<file path="src/rtl/arb_pkg.sv">
package arb_pkg;
  // Per-cell strobes sent from the decision logic to the ownership datapath.
  typedef struct packed {
    logic take;  // cell becomes owner at the next edge
    logic drop;  // cell gives up ownership at the next edge
  } cellStb_t;
endpackage

</file>
<file path="src/rtl/arb_link.sv">
// One position in the permission chain: it blocks the permission while its
// device is waiting and lets it through otherwise.
module arb_link (
  input  logic linkIn,
  input  logic linkReq,
  input  logic linkOwner,
  output logic linkOut
);
  logic waiting;
  assign waiting = linkReq & ~linkOwner;
  assign linkOut = linkIn & ~waiting;
endmodule

</file>
<file path="src/rtl/arb_win_ctl.sv">
// Decision logic: turns the chain and occupancy state into take and drop strobes.
module arb_win_ctl
  import arb_pkg::*;
#(
  parameter int NUM_DEV = 4
) (
  input  logic [NUM_DEV-1:0] reqVec,
  input  logic [NUM_DEV-1:0] permVec,
  input  logic [NUM_DEV-1:0] ownerVec,
  input  logic               busyLine,
  output cellStb_t [NUM_DEV-1:0] stbVec
);
  for (genvar i = 0; i < NUM_DEV; i++) begin : g_cell
    always_comb begin
      stbVec[i].take = reqVec[i] & permVec[i] & ~busyLine & ~ownerVec[i];
      stbVec[i].drop = ownerVec[i] & ~reqVec[i];
    end
  end
endmodule

</file>
<file path="src/rtl/arb_chain_dp.sv">
// Datapath: ownership flops, permission chain and occupancy OR.
module arb_chain_dp
  import arb_pkg::*;
#(
  parameter int NUM_DEV = 4
) (
  input  logic               clk,
  input  logic               rstN,
  input  logic [NUM_DEV-1:0] reqVec,
  input  cellStb_t [NUM_DEV-1:0] stbVec,
  output logic [NUM_DEV-1:0] permVec,
  output logic [NUM_DEV-1:0] ownerVec,
  output logic               busyLine,
  output logic               chainTail
);
  logic [NUM_DEV-1:0] passVec;

  // Cell 0 is leftmost; its incoming permission is tied high.
  assign permVec[0] = 1'b1;

  for (genvar i = 0; i < NUM_DEV; i++) begin : g_link
    arb_link u_link (
      .linkIn   (permVec[i]),
      .linkReq  (reqVec[i]),
      .linkOwner(ownerVec[i]),
      .linkOut  (passVec[i])
    );
    if (i > 0) begin : g_hop
      assign permVec[i] = passVec[i-1];
    end

    always_ff @(posedge clk) begin
      if (!rstN) begin
        ownerVec[i] <= 1'b0;
      end else if (stbVec[i].take) begin
        ownerVec[i] <= 1'b1;
      end else if (stbVec[i].drop) begin
        ownerVec[i] <= 1'b0;
      end
    end
  end

  assign chainTail = passVec[NUM_DEV-1];
  assign busyLine  = |ownerVec;


  single_owner_chk: assert property (@(posedge clk) disable iff (!rstN)
    $onehot0(ownerVec));


  idle_before_take_chk: assert property (@(posedge clk) disable iff (!rstN)
    (|(ownerVec & ~$past(ownerVec))) |-> !$past(busyLine));


  hold_while_req_chk: assert property (@(posedge clk) disable iff (!rstN)
    (|(ownerVec & reqVec)) |=> ((ownerVec & $past(ownerVec & reqVec)) == $past(ownerVec & reqVec)));


  release_chk: assert property (@(posedge clk) disable iff (!rstN)
    (|(ownerVec & ~reqVec)) |=> (ownerVec == '0));
endmodule

</file>
<file path="src/rtl/busChainArbiter.sv">
// Thin top: decision logic plus ownership datapath.
module busChainArbiter
  import arb_pkg::*;
#(
  parameter int NUM_DEV = 4
) (
  input  logic               clk,
  input  logic               rstN,
  input  logic [NUM_DEV-1:0] busReq,
  output logic [NUM_DEV-1:0] busGrant,
  output logic               busBusy,
  output logic               busChainOut
);
  cellStb_t [NUM_DEV-1:0] stbVec;
  logic [NUM_DEV-1:0] permVec;
  logic [NUM_DEV-1:0] ownerVec;
  logic               busyLine;

  arb_win_ctl #(.NUM_DEV(NUM_DEV)) u_ctl (
    .reqVec  (busReq),
    .permVec (permVec),
    .ownerVec(ownerVec),
    .busyLine(busyLine),
    .stbVec  (stbVec)
  );

  arb_chain_dp #(.NUM_DEV(NUM_DEV)) u_dp (
    .clk      (clk),
    .rstN     (rstN),
    .reqVec   (busReq),
    .stbVec   (stbVec),
    .permVec  (permVec),
    .ownerVec (ownerVec),
    .busyLine (busyLine),
    .chainTail(busChainOut)
  );

  assign busGrant = ownerVec;
  assign busBusy  = busyLine;

  // Lowest set bit of the request vector, i.e. the leftmost requester.
  logic [NUM_DEV-1:0] leftReq;
  assign leftReq = busReq & (~busReq + 1'b1);


  leftmost_wins_chk: assert property (@(posedge clk) disable iff (!rstN)
    (|(busGrant & ~$past(busGrant))) |-> (busGrant == $past(leftReq)));
endmodule

</file>
<file path="config.mk">
export PLATFORM = sky130hd
export DESIGN_NAME = busChainArbiter
export DESIGN_NICKNAME = d
export VERILOG_FILES = /design/src/rtl/arb_pkg.sv /design/src/rtl/arb_link.sv /design/src/rtl/arb_win_ctl.sv /design/src/rtl/arb_chain_dp.sv /design/src/rtl/busChainArbiter.sv
export SDC_FILE = /design/constraint.sdc
export NUM_CORES = 1
export LEC_CHECK = 0
export CAP_MARGIN = 10
export CORE_AREA = 2 2 39 41
export DETAILED_ROUTE_END_ITERATION = 6
export DIE_AREA = 0 0 41 43
export GPL_TIMING_DRIVEN = 0
export HOLD_SLACK_MARGIN = 0.05
export PLACE_DENSITY = 0.41
export SLEW_MARGIN = 20
export SYNTH_ARGS = -nofsm -noshare
export SYNTH_HDL_FRONTEND = slang
export SYNTH_HIERARCHICAL = 1
export SYNTH_SLANG_ARGS = --single-unit
</file>
<file path="constraint.sdc">
create_clock -name clk -period 1.6 [get_ports clk]
set_input_delay 0.24 -clock clk [delete_from_list [all_inputs] [get_ports clk]]
set_output_delay 0.24 -clock clk [all_outputs]
set_load 0.05 [all_outputs]
</file>
# Word-level counts from Yosys, hierarchy flattened

Cells that the tools add are included.

Mux-type cells: 8
Bitwise gates (word level): 35
Reductions and logical operators: 5

Operator list:

| kind               | count |
|---|---|
| AND 1 bit          | 22 |
| NOT 1 bit          | 13 |
| 2-to-1 mux 1 bit   | 8 |
| nonzero test 2 bit | 4 |
| OR reduction 4 bit | 1 |

Register bits: 4
Input port bits: 6
Output and inout bits: 6

# Logic depth before layout (Yosys ltp)

Gate-level depths: netlist of run 1.

Depth in word-level cells: 9
Depth in mapped cells: 6

# Modules after synthesis

The synthesis of run 1 kept the hierarchy.

By module, submodules not included:

| module       | times used | cells each | area an instance (um^2) | seq. area each (um^2) |
|---|---|---|---|---|
| arb_chain_dp | 1          | 15         | 153.9                   | 80.1 |
| arb_win_ctl  | 1          | 8          | 75.1                    | 0.0 |
| arb_link     | 4          | 2          | 11.3                    | 0.0 |

# Least setup slack after synthesis of run 1

No wires, ideal clock.

Path kind: reg2out
From: register u_dp.ownerVec[0]
To: output port busChainOut
Data arrival time: 2033 ps
Data required time: 1360 ps
Slack: -673 ps
Cell stages (with the launch flop): 6
Path buffers: 0
Cell sequence: dfxtp_1 > inv_1 > a21boi_1 > a21boi_1 > a21boi_1 > a21boi_1

Cells in the longest elaborated chain, start to end: 6

Ends and longest elaborated chain:

| element                         | RTL line              | RTL |
|---|---|---|
| start, declared                 | arb_chain_dp.sv:12    | `output logic [NUM_DEV-1:0] ownerVec,` |
| start signal, assigned by index | arb_chain_dp.sv:34    | `ownerVec[i] <= 1'b0;` |
| start signal, assigned by index | arb_chain_dp.sv:36    | `ownerVec[i] <= 1'b1;` |
| start signal, assigned by index | arb_chain_dp.sv:38    | `ownerVec[i] <= 1'b0;` |
| NOT 1 bit                       | arb_link.sv:10        | `assign waiting = linkReq & ~linkOwner;` |
| AND 1 bit                       | arb_link.sv:10        |  |
| NOT 1 bit                       | arb_link.sv:11        | `assign linkOut = linkIn & ~waiting;` |
| net permVec[1]                  | busChainArbiter.sv:15 | `logic [NUM_DEV-1:0] permVec;` |
| AND 1 bit                       | arb_link.sv:11        |  |
| net permVec[2]                  | busChainArbiter.sv:15 |  |
| AND 1 bit                       | arb_link.sv:11        |  |
| net permVec[3]                  | busChainArbiter.sv:15 |  |
| AND 1 bit                       | arb_link.sv:11        |  |
| end, declared                   | busChainArbiter.sv:12 | `output logic busChainOut` |

The timed path passes the listed nets, and every way through them passes these cells.

# Worst setup path after layout of run 1

Same ends and word-level chain as after synthesis.

==> results by stage, run 1 <==
Worst hold path:
- The min-delay analysis places its worst path in the category input pin to register.

Layout:
- The most flop-heavy register is u_dp/ownerVec.
- From synthesis to final layout, the design area changed by 74.4%.
- The number of flip-flops in the largest register is 4.
- In the final layout, the registers with the most flip-flops are u_dp/ownerVec x4.
- The number of nets in the finished design is 56.
- The total inserted antenna cells is 0.
- The total non-filler cell area in the finished layout is 478 µm².
- In the final layout, the share of cells above drive strength 1 is 42.9%.

Die:
- The die covers 1760 µm².
- The floorplan step set the die width to 41 µm.
- The floorplan has 14 rows.
- The height of the die is 43 µm.
- In this run the standard cell core region covers 1380 µm².
- The starting density of the core is 19.8%.
- For this design the top-level I/O count stands at 12.

Yosys:
- The number of flip-flops and latches in the synthesized netlist is 4.
- The synthesized netlist cell count is 31.
- By area the synthesized netlist is led by sky130_fd_sc_hd__dfxtp_1, sky130_fd_sc_hd__and4bb_2, sky130_fd_sc_hd__nor2b_1, sky130_fd_sc_hd__a21boi_1, sky130_fd_sc_hd__o21a_1.
- The cell with the most instances after synthesis is sky130_fd_sc_hd__nor2b_1.
- Of the synthesized area, sequential elements account for 29.2%.
- The synthesized netlist occupies a cell area of 274 µm².
- The share of synthesized area in the top cell type comes to 29.2%.
- The fraction of registers with async set/reset is 0%.
- The commonest register cell after synthesis is sky130_fd_sc_hd__dfxtp_1.
- The cell taking the most area after synthesis is sky130_fd_sc_hd__dfxtp_1.
- The number of enable flip-flop cells after synthesis is 0.
- The number of different library cells used by synthesis comes to 9.
- The average instance in the mapped netlist occupies 8.84 µm².
- Yosys printed 6 warnings.

Critical path:
- Counting stages on the worst path, the most repeated cell is sky130_fd_sc_hd__a21boi_2.
- The largest stage delay on the critical path is 0.36 ns.
- The critical path arrival is 1.46 ns.
- Traced cell by cell, the critical path runs through inv_2 > a21boi_2 > a21boi_2 > a21boi_2 > a21boi_4 > buf_6.
- STA puts the critical path data required time at 1.36 ns.
- The type of origin of the critical path is a register.
- The worst setup path is captured at a primary output.
- The worst setup path is of the register to primary output kind.
- In this run the worst path has a maximum fanout of 4.
- Among cell families on the critical path, the largest total delay comes from compound AO/OA/AOI/OAI gates.
- The critical path contains buffers and inverters numbering 2 combined.
- The critical-path cell with the highest stage delay is sky130_fd_sc_hd__dfxtp_4.

STA:
- In the finished design, the share of the clock period the worst path needs comes to 107%.
- Summed over all failing endpoints, the final setup total negative slack is -0.104 ns.
- Once routing completed, OpenROAD measured the worst setup slack at -0.104 ns.
- The hold violation count in the final report was 0.
- The number of pins with negative max-slew slack in the final report is 0.
- Setup violations remaining at the end of the flow were counted as 1.
- After layout, the minimum clock period comes to 1.70 ns.
- The clock arrives with 0.00512 ns of skew.
- Setup repair after global routing could not meet its margin everywhere.
- For this run, the top clock speed supported by timing is 587 MHz.

Clock tree:
- After clock tree synthesis, the clock-pin slew on the worst setup and hold paths is 0.04 ns.
- In this run the number of H-tree levels came out at 1.
- The total CTS buffers is 3.
- The number of clock sinks is 4.
- After clock tree synthesis, the flow added hold-fix buffers numbering 0.
- TritonCTS built the clock tree.
- The later-pin clock latency in the skew report is 0.24 ns.
- The buffer type at the clock tree root is sky130_fd_sc_hd__clkbuf_4.
- The maximum clock insertion buffer count is 2.

Route:
- For this run, design rule violations remaining after detail routing come to 0.
- After detailed routing, the average wire length per cell comes to 9.68 µm.
- The total vias in the final route is 276.
- The sum of met3 wire segment lengths after detailed routing is 42 µm.
- The highest signal layer in the routed design is met3.
- The first detailed-routing pass ran for 3 iterations.
- The number of routed nets with antenna violations is 0.
- The DRC marker count from the first detailed-route iteration is 2.
- The routed wire length is 629 µm.
- The detailed-route vias per instance is 4.25.
- Summed over all nets, wire length on met2 after detailed routing comes to 318 µm.
- For this block, wires on met1 add up to 268 µm.

Flow run:
- The number of max-cap violations is 0.

Global routing:
- The aggregate global-route resource usage is 9.34%.
- The total global routing overflow is 0.
- The maximum number of pins on one net before global-route repair is 7.
- The initial antenna violation count was 0.
- The via count of the first global-routing pass is 270.
- The global-route wire length before repair is 1090 µm.

Power and ir drop:
- The maximum VDD drop is 523 µV.
- In this run the power density over the cells is 819 nW/µm².
- After layout, the design draws a total of 0.000391 W.
- In this run the static leakage power is 0.204 nW.

Placed design:
- The routability-driven placement congestion ratio is 0.643.
- In this run the tool buffered the top-level ports with 11 buffer cells.
- Once placement finished, the instance area stood at 429 µm².

Outcome:
- The run finished, with violations left.
- The checks that failed: negative setup slack.
cell type report:
type | instances | area (µm²)
multi-input combinational | 23 | 201
sequential | 4 | 86.3
timing repair buffer | 13 | 121
inverter | 4 | 15.0
fill | 151 | 906
clock buffer | 4 | 26.3
tap | 16 | 20.0
buffer | 1 | 7.51
logic make-up after synthesis:
kind of cell	Yosys count	synth area share, %
AOI/OAI and AO/OA	8	21.9
DFF	4	29.2
other	1	1.37
and+or+nand+nor	13	39.3
buffers and inverters	5	8.22
stage by stage:
step / cells / worst slack, ns / utilization, % / hold slack [ns]
after floorplan: 32 / -0.0125 / - / 0.357
after global placement: 59 / -0.914 / 31.0 / 0.606
after detailed placement: 59 / -0.932 / 31.0 / 0.617
after CTS: 64 / -0.113 / 33.7 / 0.546
after global routing: 65 / -0.222 / 34.5 / 0.568
final: 65 / -0.104 / 34.5 / 0.538
placed cells by master (no fill, tap or decap), drive strengths merged, types with 4 or more instances in the layout:
cell           count
and4bb             4
inv                4
dfxtp              4
buf                5
o21a               4
a21boi             4
clkdlybuf4s50      4
nor2b              8
dlygate4sd2        5
clkbuf             4
worst paths after layout:
| path | startpoint | endpoint | slack (ns) | cells past startpoint |
|---|---|---|---|---|
| min | busReq[0] | u_dp/ownerVec[0]$_SDFFE_PN0P_ | 0.54 | 4 |
| max reg2reg | u_dp/ownerVec[1]$_SDFFE_PN0P_ | u_dp/ownerVec[1]$_SDFFE_PN0P_ | 0.22 | 3 |
| min reg2reg | u_dp/ownerVec[1]$_SDFFE_PN0P_ | u_dp/ownerVec[1]$_SDFFE_PN0P_ | 0.64 | 2 |
| max | u_dp/ownerVec[0]$_SDFFE_PN0P_ | busChainOut | -0.10 | 6 |
repair_timing:
item / in CTS / in global routing
endpoints found under the setup margin: 6 / 2
setup buffers: 1 / 1
gates resized for setup: 22 / 1
pin swaps: 1 / 0
worst register-to-register path: cells and delay by family (launching register included):
kind             cells  cell delay [ns]
AND/OR/NAND/NOR      2             0.88
flip-flops           1             0.33
AO/OA/AOI/OAI        1             0.11
metal layers:
layer	GRT usage, %	up-vias
li1	-	139
met1	9.97	129
met2	14.4	8
met3	6.81	0
met4	2.00	0
met5	0	-
power by group:
group          total, W  leakage (nW)  internal [W]  switching (W)
clock          0.000139        0.0150     0.0000939      0.0000456
sequential     0.000115        0.0342      0.000107     0.00000782
combinational  0.000137         0.155     0.0000643      0.0000725
(Power assumes the default switching activity.)
==> run 2: changes to the inputs <==
Settings changed: GPL_ROUTABILITY_DRIVEN set to 1.
==> results of run 2 <==
Final layout, timing and power as in run 1 (identical DEF).
